`src/rtl/scl_waveform_gen.sv`:
```
module scl_waveform_gen #(
  parameter int OFFSET  = 4,
  parameter int MAX_EXP = 7,
  parameter int DIV_W   = 8,
  parameter int EXP_W   = 3
) (
  input  logic                         clk,
  input  logic                         rst_n,
  input  logic                         enable,
  input  logic                         cfg_we,
  input  logic [2*DIV_W+EXP_W-1:0]     cfg_wdata,
  output logic [2*DIV_W+EXP_W-1:0]     cfg_rdata,
  input  logic                         scl_in,
  output logic                         scl_low,
  output logic                         low_end,
  output logic                         high_end
);

  localparam int CFG_W  = 2*DIV_W + EXP_W;
  localparam int MAXLEN = (((2**DIV_W) - 1) << MAX_EXP) + OFFSET;
  localparam int LEN_W  = $clog2(MAXLEN + 1);

  typedef enum logic [1:0] {PH_IDLE, PH_LOW, PH_HIGH} phase_t;

  phase_t              ph;
  logic [LEN_W-1:0]    cnt;
  logic [LEN_W-1:0]    plen;
  logic [CFG_W-1:0]    cfg;

  logic [EXP_W-1:0]    wexp;
  logic [EXP_W-1:0]    wexp_cl;
  logic [LEN_W-1:0]    len_low;
  logic [LEN_W-1:0]    len_high;

  function automatic logic [LEN_W-1:0] phase_len(input logic [DIV_W-1:0] d,
                                                 input logic [EXP_W-1:0] e);
    return (LEN_W'(d) << e) + LEN_W'(OFFSET);
  endfunction

  assign wexp     = cfg_wdata[CFG_W-1 -: EXP_W];
  assign wexp_cl  = (int'(wexp) > MAX_EXP) ? EXP_W'(MAX_EXP) : wexp;
  assign len_low  = phase_len(cfg[DIV_W-1:0], cfg[CFG_W-1 -: EXP_W]);
  assign len_high = phase_len(cfg[2*DIV_W-1:DIV_W], cfg[CFG_W-1 -: EXP_W]);

  assign cfg_rdata = cfg;
  assign scl_low   = (ph == PH_LOW);
  assign low_end   = (ph == PH_LOW) && (cnt == plen - LEN_W'(1));
  assign high_end  = (ph == PH_HIGH) && scl_in && (cnt == plen - LEN_W'(1));

  always_ff @(posedge clk) begin
    if (!rst_n) begin
      cfg  <= '0;
      ph   <= PH_IDLE;
      cnt  <= '0;
      plen <= '0;
    end else begin
      if (cfg_we)
        cfg <= {wexp_cl, cfg_wdata[2*DIV_W-1:0]};
      if (!enable) begin
        ph  <= PH_IDLE;
        cnt <= '0;
      end else begin
        case (ph)
          PH_IDLE: begin
            ph   <= PH_LOW;
            cnt  <= '0;
            plen <= len_low;
          end
          PH_LOW: begin
            if (low_end) begin
              ph   <= PH_HIGH;
              cnt  <= '0;
              plen <= len_high;
            end else begin
              cnt <= cnt + LEN_W'(1);
            end
          end
          PH_HIGH: begin
            if (high_end) begin
              ph   <= PH_LOW;
              cnt  <= '0;
              plen <= len_low;
            end else if (scl_in) begin
              cnt <= cnt + LEN_W'(1);
            end
          end
          default: ph <= PH_IDLE;
        endcase
      end
    end
  end

  a_r1_disabled_idle: assert property (@(posedge clk) disable iff (!rst_n)
    !enable |=> (!scl_low && !low_end && !high_end));

  a_r3_exp_clamped: assert property (@(posedge clk) disable iff (!rst_n)
    cfg_we |=> (int'(cfg_rdata[CFG_W-1 -: EXP_W]) <= MAX_EXP));

  a_r4_count_in_range: assert property (@(posedge clk) disable iff (!rst_n)
    (ph != PH_IDLE) |-> (cnt < plen));

  a_r6_stretch_freeze: assert property (@(posedge clk) disable iff (!rst_n)
    (enable && ph == PH_HIGH && !scl_in) |=> (ph == PH_HIGH && $stable(cnt)));

  a_r7_len_held: assert property (@(posedge clk) disable iff (!rst_n)
    (ph != PH_IDLE && enable && !low_end && !high_end) |=> $stable(plen));

  a_r8_low_to_high: assert property (@(posedge clk) disable iff (!rst_n)
    (enable && low_end) |=> (ph == PH_HIGH && cnt == '0));

  a_r8_fall_needs_end: assert property (@(posedge clk) disable iff (!rst_n)
    ($fell(scl_low) && $past(enable)) |-> $past(low_end));

  a_r8_rise_from_high: assert property (@(posedge clk) disable iff (!rst_n)
    ($rose(scl_low) && $past(ph) == PH_HIGH) |-> $past(high_end));

endmodule

```
`config.mk`:
```
export PLATFORM = sky130hd
export DESIGN_NAME = scl_waveform_gen
export DESIGN_NICKNAME = d
export VERILOG_FILES = /design/src/rtl/scl_waveform_gen.sv
export SDC_FILE = /design/constraint.sdc
export NUM_CORES = 1
export LEC_CHECK = 0
export ABC_AREA = 1
export CORE_MARGIN = 5
export CORE_UTILIZATION = 35
export CTS_CLUSTER_DIAMETER = 150
export CTS_CLUSTER_SIZE = 14
export DETAILED_ROUTE_END_ITERATION = 10
export DONT_BUFFER_PORTS = 1
export PLACE_DENSITY = 0.54
export SYNTH_ARGS = -nofsm -noshare
export SYNTH_HDL_FRONTEND = slang
export SYNTH_SLANG_ARGS = --single-unit
```
`constraint.sdc`:
```
create_clock -name clk -period 2.3 [get_ports clk]
set_clock_uncertainty 0.05 [all_clocks]
set_input_delay 0.115 -clock clk [delete_from_list [all_inputs] [get_ports clk]]
set_output_delay 0.115 -clock clk [all_outputs]
set_load 0.02 [all_outputs]
```
==> impl_metrics.yaml, run 1 <==
run_status:
  status: "finished clean"
setup_path:
  cp_slowest_stage_delay_ps: 390
  start_kind: "register"
  cp-end-kind: "register"
  cp_cell_sequence: "or2_1 > nor2_1 > nand3_2 > nand2_1 > nand2_2 > nor2_4 > nand3_4 > o21bai_4 > buf_12 > clkbuf_16 > nand3_1 > a21oi_1"
  crit_slowest_cell: "dfxtp_1"
  path_class: "reg -> reg"
  critPathMaxFanout: 6
  crit_buf_inv: 2
  worstPathArrival_ps: 2430
  cp_top_family: "simple AND/OR/NAND/NOR gates"
  worstPathRequired_ps: 2500
die:
  fp.dieH_um: 115
  dieWidth_um: 115
  rows: 38
  die_area_um2: 13200
  boundaryPins: 46
  core_um2: 10800
  start_util_pct: 35.6
grt:
  busiest_layer: "met2"
  grt_use_met2_pct: 28.2
  grt_use_met3_pct: 2.91
  grt_pass1_wl_um: 17600
  grt_max_degree: 28
  grt_pass1_vias: 3779
  grt_overflow: 0
  grt_use_met1_pct: 20.8
  track_usage_pct: 16.2
  antenna_found_initial: 0
synth:
  synth_area_leaders: "dfxtp_1, nand2_1, nand3_1, nor2_1, a21oi_1"
  yosysTopAreaCellShare_pct: 26.6
  syn_inst: 616
  syn_nets: 647
  ys_types: 41
  synth.avg_cell_area_um2: 6.23
  ys_seq_elements: 51
  yosys_warnings: 0
  synth_area_um2: 3840
  seq_area_frac_synth_pct: 26.6
  yosysTopAreaCell: "dfxtp_1"
pwr:
  total_power_w: 0.00239
  switching_share_pct: 36.9
  power_switching_w: 0.000879
  peakVddDrop_mv: 0.243
  power.share.clock_pct: 24.1
  p_int_w: 0.00151
  p_leak_nw: 2.14
  power_density_nw_per_um2: 493
  power_frac_seq_pct: 41.4
  combinationalPowerShare_pct: 34.5
final_layout:
  final_core_util_pct: 44.8
  antenna_cells: 0
  nets: 702
  drive_gt1_share_pct: 18.3
  final_area_um2: 4840
  fillers: 1097
  multi_input_area_um2: 2600
  seq_area_um2: 1030
  synthToLayoutAreaGrowth_pct: 26.0
place:
  gp_congestion: 0.856
  dpl_cell_area_um2: 4160
  portBuffers: 0
  dp_hpwl_um: 7740
route:
  avgViaCountPerCell: 4.90
  drtIter0Drc: 226
  routed_wl_um: 10300
  drc_errors: 0
  firstDrtPassIters: 5
  wl_per_cell_um: 12.7
  num_vias: 3977
  ant_nets: 0
clock_network:
  htreeDepth: 2
  clk_latency_ps: 320
  numClockSinks: 51
  cts_buffer_depth: 2
  cts.reportedPaths.clkPinSlew_ps: 110
  cts_tree: "yes"
  clockRootBuffer: "clkbuf_8"
  cts_buffers: 5
job:
  cap_violations: 0
timing:
  finalCritPeriodShare_pct: 97.1
  max_freq_mhz: 448
  hold_violations: 0
  slew_headroom_pct: 39.6
  min_period_ps: 2230
  final_max_slew_viol_count: 0
  fin_setup_tns_ps: 0
  rsz0062_at_grt: "true"
  finalSetupViolCount: 0
  worst_pin_slew_ps: 903
hold_path:
  hold_path.class: "in -> reg"
-- tightest hold or removal path: stages --
cell and delay (ps):
inv_1 50, a21oi_1 90, nand3_2 70, a21oi_2 40
-- cell families (layout without fill, tap and decap cells) --
logic type               after synthesis  in the layout  synth area share (%)
flip-flops                            51             51                  26.6
AND/OR/NAND/NOR                      360            361                  43.4
AO/OA/AOI/OAI                         85             85                  12.0
XOR/XNOR                              27             27                  6.36
adder cells (fa/ha/maj)                7              7                  2.28
buffers and inverters                 86            141                  9.39
-- layer usage --
| metal | vias up | wire, um |
|---|---|---|
| met1 | 1807 | 4770 |
| met4 | 0 | 116 |
| li1 | 2085 | - |
| met5 | - | 0 |
| met3 | 9 | 516 |
| met2 | 76 | 4940 |
-- worst paths after layout --
kind              startpoint        to  slack (ps)  cells after the start
hold / removal        scl_in     ph[0]          40                      4
setup reg to reg    plen[10]  plen[13]          70                     12
hold reg to reg     plen[14]  plen[14]         440                      2
setup / recovery    plen[10]  plen[13]          70                     12
-- stage by stage --
| stage | instances | hold slack (ps) | setup slack (ps) |
|---|---|---|---|
| global route | 812 | 49.4 | -73.1 |
| finish | 812 | 42.4 | 67.6 |
| global placement | 765 | 199 | 144 |
| CTS | 807 | 38.8 | 25.6 |
| detailed placement | 765 | 199 | 64.5 |
| floorplan | 616 | 200 | 15.7 |
-- Yosys cell counts (all sizes together) --
cell	instances
nand2	187
nand3	82
nor2	74
inv	58
dfxtp	51
a21oi	41
o21ai	36
xor2	17
clkbuf	14
buf	13
xnor2	10
ha	7
nor3	6
nand3b	4
a211oi	3
nand4	3
o211ai	2
o21bai	2
or2	2
a21boi	1
clkinv	1
nor3b	1
nor4	1
-- power by group through the flow --
stage	registers [W]	logic (W)	clock network [W]
5_1_grt	0.000996	0.000928	0.000632
2_1_floorplan	0.00102	0.000534	0
6_report	0.000987	0.000823	0.000575
4_1_cts	0.000984	0.000763	0.000606
3_5_place_dp	0.00100	0.000701	0
3_3_place_gp	0.00100	0.000691	0
-- cell usage in the layout (no fill, tap or decap), drive strengths merged --
master / count
dfxtp: 51
nor2: 74
inv: 59
xor2: 17
o21bai: 2
o211ai: 2
xnor2: 10
clkbuf: 7
or2: 2
a211oi: 3
a21oi: 41
buf: 39
ha: 7
a21boi: 1
nor3: 6
nand4: 3
nor3b: 1
o21ai: 36
nor4: 1
nand3: 82
clkinv: 2
nand2: 188
nand3b: 4
dlygate4sd3: 34
-- sequential cells by signal (all words and copies together), names as in the netlist --
register and cells:
cfg_rdata 19, cnt 15, ph 2, plen 15
-- repair_timing --
| action | CTS | global route |
|---|---|---|
| hold endpoints to repair | 31 | 0 |
| pin swaps | 1 | 24 |
| hold buffers | 34 | 0 |
| setup endpoints to repair | 2 | 34 |
| buffers inserted | 0 | 3 |
| resized for setup | 6 | 43 |
| cloned | 0 | 2 |
-- area by class of cell --
class                   count  share of cell area [%]
clock buffers               6                    1.71
clock inverters             2                   0.285
inverters                  59                    4.73
multi-input cells         480                    53.8
flip-flops and latches     51                    21.3
well taps                 140                    3.62
repair buffers             74                    14.5
(Power assumes the default switching activity.)
==> inputs of run 2 (changes only) <==
- PLACE_DENSITY: 0.54 -> 0.52
- clock period: 2.3 -> 2.2 ns (I/O delays scaled with it)
==> run 2 against run 1 <==
Against the previous run:
- the run now ends with negative setup slack left
- clock-buffer cell count rose by 2
- cell count rose by 2.1%
- final area rose by 8.7%
- global-route usage rose by 0.72 points
- setup slack got worse by 130 ps
- flip-flop and latch count did not move
- worst hold slack improved by 2.6 ps
- critical path depth did not move
- wire length rose by 11%
- register-to-register slack got worse by 130 ps
- via count rose by 3.7%
- critical path type unchanged
- critical endpoint is now cnt[3]
==> impl_metrics.yaml, run 2 (synthesized netlist as in run 1, its figures left out) <==
place:
  dp_hpwl_um: 8060
  gp_congestion: 0.849
  portBuffers: 0
  dp_cells: 771
grt:
  antenna_found_initial: 0
  grt_use_met1_pct: 21.1
  track_usage_pct: 16.9
  grt_max_degree: 27
  grt_use_met2_pct: 29.5
  grt_pass1_vias: 3931
  busiest_layer: "met2"
  grt_use_met3_pct: 3.17
  grt_pass1_wl_um: 18400
  grt_overflow: 0
final_layout:
  nets: 719
  final_common_cell: "nand2_1"
  largest_register_ffs: 19
  synthToLayoutAreaGrowth_pct: 37.0
  final_cell_mix: "nand2_1, nand3_1, nor2_1"
  stdcell_count: 829
  antenna_cells: 0
  drive_gt1_share_pct: 26.3
  fillers: 1060
run_status:
  status: "finished, violations left"
  violations: "negative setup slack"
setup_path:
  critPathMaxFanout: 5
  worstPathArrival_ps: 2390
  rrSetupSlack_ps: -60
  crit_slowest_cell: "dfxtp_2"
  path_class: "reg -> reg"
  cp_cell_sequence: "inv_1 > nand3_4 > nor2_4 > nand3_2 > xnor2_2 > nand3_4 > o21bai_4 > buf_12 > buf_12 > nand2_4 > nand3_2 > a21oi_1"
  cp_top_family: "simple AND/OR/NAND/NOR gates"
  cp-end-kind: "register"
  crit_buf_inv: 3
  start_kind: "register"
  cp_slowest_stage_delay_ps: 370
  worstPathRequired_ps: 2320
route:
  wl_per_cell_um: 13.9
  avgViaCountPerCell: 4.98
  num_vias: 4125
  routed_wl_um: 11500
  ant_nets: 0
  drtIter0Drc: 191
  firstDrtPassIters: 4
  drc_errors: 0
pwr:
  peakVddDrop_mv: 0.312
  power_switching_w: 0.000961
  p_leak_nw: 2.34
  power.share.clock_pct: 23.3
  p_int_w: 0.00166
  total_power_w: 0.00262
  switching_share_pct: 36.6
  combinationalPowerShare_pct: 37.0
  power_density_nw_per_um2: 499
  power_frac_seq_pct: 39.8
clock_network:
  htreeDepth: 2
  cts_buffer_depth: 2
  cts.reportedPaths.clkPinSlew_ps: 100
  numClockSinks: 51
  cts_buffers: 5
  clk_latency_ps: 310
  cts_tree: "yes"
  clockRootBuffer: "clkbuf_8"
die:
  core_um2: 10800
  start_util_pct: 35.6
  fp.dieH_um: 115
  rows: 38
  die_area_um2: 13200
  boundaryPins: 46
  dieWidth_um: 115
timing:
  hold_ws_ps: 45.1
  hold_violations: 0
  final_max_slew_viol_count: 0
  finalSetupViolCount: 20
  fin_setup_tns_ps: -712
  setup_slack_ps: -62.6
  rsz0062_at_grt: "true"
  worst_pin_slew_ps: 915
  max_freq_mhz: 442
  slew_headroom_pct: 38.8
  finalCritPeriodShare_pct: 103
  min_period_ps: 2260
job:
  cap_violations: 0
hold_path:
  hold_path.class: "in -> reg"
-- run 2: through the flow --
stage | utilization (%) | instance area, um2 | setup WS, ps
after floorplan | - | 3840 | 3.86
after global placement | 39.1 | 4220 | 0.878
after detailed placement | 39.1 | 4220 | -44.4
after CTS | 43.9 | 4730 | -8.04
after global routing | 48.7 | 5260 | -195
final | 48.7 | 5260 | -62.6
-- run 2: cell type report --
type | instances | area [um2] | share of cell area [%]
timing repair buffer | 88 | 888 | 16.9
clock buffer | 8 | 100 | 1.90
tap | 140 | 175 | 3.33
inverter | 59 | 231 | 4.40
sequential | 51 | 1040 | 19.8
multi-input combinational | 483 | 2820 | 53.7
-- run 2: power groups by stage --
stage	clock (W)	sequential, W	combinational [W]
after detailed placement	0	0.00105	0.000742
after global routing	0.000665	0.00105	0.00108
after CTS	0.000626	0.00103	0.000814
final	0.000611	0.00104	0.000970
after floorplan	0	0.00106	0.000558
after global placement	0	0.00105	0.000734
-- run 2: path summary, 6_finish.rpt --
| path | from | end | cells past startpoint |
|---|---|---|---|
| worst max-delay path | plen[2] | cnt[3] | 12 |
| worst min-delay path | scl_in | ph[0] | 4 |
| worst max register to register | plen[2] | cnt[3] | 12 |
| worst min register to register | cfg_rdata[8] | cfg_rdata[8] | 2 |
-- run 2: worst register-to-register path: cells and delay by family, from the launching register on --
| family | cells | cell delay, ps |
|---|---|---|
| DFF | 1 | 370 |
| buffers and inverters | 3 | 430 |
| AOI/OAI and AO/OA | 2 | 300 |
| xor gates and xnor gates | 1 | 240 |
| and+or+nand+nor | 6 | 740 |
-- run 2: per-layer routing --
layer,wire [um],share of wire [%]
met1,5160,45
met2,5700,49
met3,442,3.8
met4,224,1.9
met5,0,0
-- run 2: what timing repair did --
action                                  4_1_cts  5_1_grt
hold buffers                                 34        0
buffers inserted                              3        7
hold endpoints to repair                     26        0
pin swaps                                     6       28
cloned                                        0        6
endpoints found under the setup margin       30       34
resized for setup                            15       93
==> inputs of run 3 (changes only) <==
- CORE_ASPECT_RATIO: not set -> 1.5
==> run 3 against run 2 <==
Against the previous run:
- the run still ends with negative setup slack left
- via count is 0.41% lower
- first-iteration DRC count is 19% lower
- largest cell class unchanged
- setup slack better by 42 ps
- highest routed layer unchanged
==> impl_metrics.yaml, run 3 (synthesized netlist as in run 1, its figures left out) <==
run_status:
  status: "finished, violations left"
  violations: "negative setup slack"
final_layout:
  largest_register_ffs: 19
  drive_gt1_share_pct: 23.5
  nets: 719
  final_cell_mix: "nand2_1, nand3_1, nor2_1"
  final_core_util_pct: 48.3
  synthToLayoutAreaGrowth_pct: 33.9
  final_common_cell: "nand2_1"
  antenna_cells: 0
timing:
  worst_pin_slew_ps: 954
  setup_slack_ps: -20.1
  hold_violations: 0
  fin_setup_tns_ps: -33.2
  rsz0062_at_grt: "true"
  final_max_slew_viol_count: 0
  max_freq_mhz: 450
  slew_headroom_pct: 36.2
  min_period_ps: 2220
  finalCritPeriodShare_pct: 101
  hold_ws_ps: 46.8
  finalSetupViolCount: 2
die:
  boundaryPins: 46
  dieWidth_um: 95.5
  start_util_pct: 36.1
  die_area_um2: 13200
  rows: 46
  core_um2: 10600
  fp.dieH_um: 138
job:
  cap_violations: 0
pwr:
  power_switching_w: 0.000968
  switching_share_pct: 33.7
  p_leak_nw: 2.25
  power.share.clock_pct: 32.3
  power_frac_seq_pct: 35.9
  total_power_w: 0.00287
  power_density_nw_per_um2: 558
  p_int_w: 0.00190
  combinationalPowerShare_pct: 31.8
  peakVddDrop_mv: 0.323
place:
  gp_congestion: 0.931
  portBuffers: 0
  dp_hpwl_um: 8590
clock_network:
  htreeDepth: 2
  clk_latency_ps: 300
  clockRootBuffer: "clkbuf_16"
  cts_tree: "yes"
  cts.reportedPaths.clkPinSlew_ps: 70
  numClockSinks: 51
  cts_buffers: 5
  cts_buffer_depth: 2
setup_path:
  start_kind: "register"
  critPathMaxFanout: 9
  cp_cell_sequence: "inv_4 > ha_4 > xor2_1 > nand2_1 > nor2_1 > nand3_1 > nor2_2 > nand2_2 > buf_6 > o21bai_4 > buf_6 > nand2_8 > nand2_2 > nand2_1 > nor2_1"
  crit_slowest_cell: "dfxtp_2"
  cp-end-kind: "register"
  worstPathRequired_ps: 2380
  worstPathArrival_ps: 2400
  path_class: "reg -> reg"
  reg2reg_depth: 15
  cp_slowest_stage_delay_ps: 350
grt:
  grt_pass1_vias: 4068
  track_usage_pct: 17.9
  antenna_found_initial: 0
  grt_max_degree: 27
  grt_overflow: 0
  grt_pass1_wl_um: 18900
route:
  wl_per_cell_um: 14.3
  routed_wl_um: 11900
  drtIter0Drc: 154
  drc_errors: 0
  num_vias: 4108
  ant_nets: 0
  firstDrtPassIters: 4
  avgViaCountPerCell: 4.93
hold_path:
  whs_path_depth: 2
  hold_path.class: "in -> reg"
run 3: cell count changes in the layout (fill, tap and decap cells not counted), sizes merged:
cell,change
clkbuf,-4
buf,+3
bufinv,+1
clkinv,+1
nand2,-1
run 3: path summary, 6_finish.rpt:
path / startpoint / endpoint / slack, ps
min reg2reg: plen[1] / plen[1] / 430
min: rst_n / plen[2] / 50
max: plen[0] / plen[9] / -20
max reg2reg: plen[0] / plen[9] / -20
run 3: worst max-delay path, delay by kind of cell, from the launching register on:
family | cells | cell delay, ps
DFF | 1 | 350
adders and majority gates | 1 | 260
buffers and inverters | 3 | 330
AOI/OAI and AO/OA | 1 | 150
and+or+nand+nor | 9 | 860
xor gates and xnor gates | 1 | 140
run 3: metal layers:
metal | vias to the layer above | GRT usage [%] | part of all wire (%)
li1 | 2127 | - | -
met1 | 1876 | 17.5 | 36
met2 | 79 | 34.7 | 56
met5 | - | 0 | 0
met4 | 0 | 8.25 | 3.9
met3 | 26 | 3.26 | 3.4
run 3: power by group through the flow:
stage                     sequential, W  combinational, W  clock, W
after detailed placement        0.00104          0.000771         0
after floorplan                 0.00106          0.000558         0
after CTS                       0.00102          0.000849  0.000965
final                           0.00103          0.000913  0.000927
after global routing            0.00104           0.00102  0.000989
after global placement          0.00104          0.000759         0
run 3: cell type report:
cell class,instances,area (um2)
Clock buffer,6,139
Clock inverter,2,35.0
Fill cell,1087,5510
Inverter,59,229
Multi-Input combinational cell,482,2720
Sequential cell,51,1030
Tap cell,144,180
Timing Repair Buffer,89,803
run 3: per-stage QoR:
stage               worst slack (ps)  cells  cell area (um2)
floorplan                       3.86    616             3840
global placement                17.8    783             4270
detailed placement             -50.0    783             4270
CTS                             1.60    830             4890
global route                    -148    833             5140
finish                         -20.1    833             5140
run 3: repair_timing:
action | 4_1_cts | 5_1_grt
resized for setup | 18 | 60
hold buffers | 34 | 0
endpoints found under the setup margin | 30 | 34
pin swaps | 10 | 10
setup buffers | 5 | 0
endpoints found under the hold margin | 26 | 0
gates cloned | 0 | 3
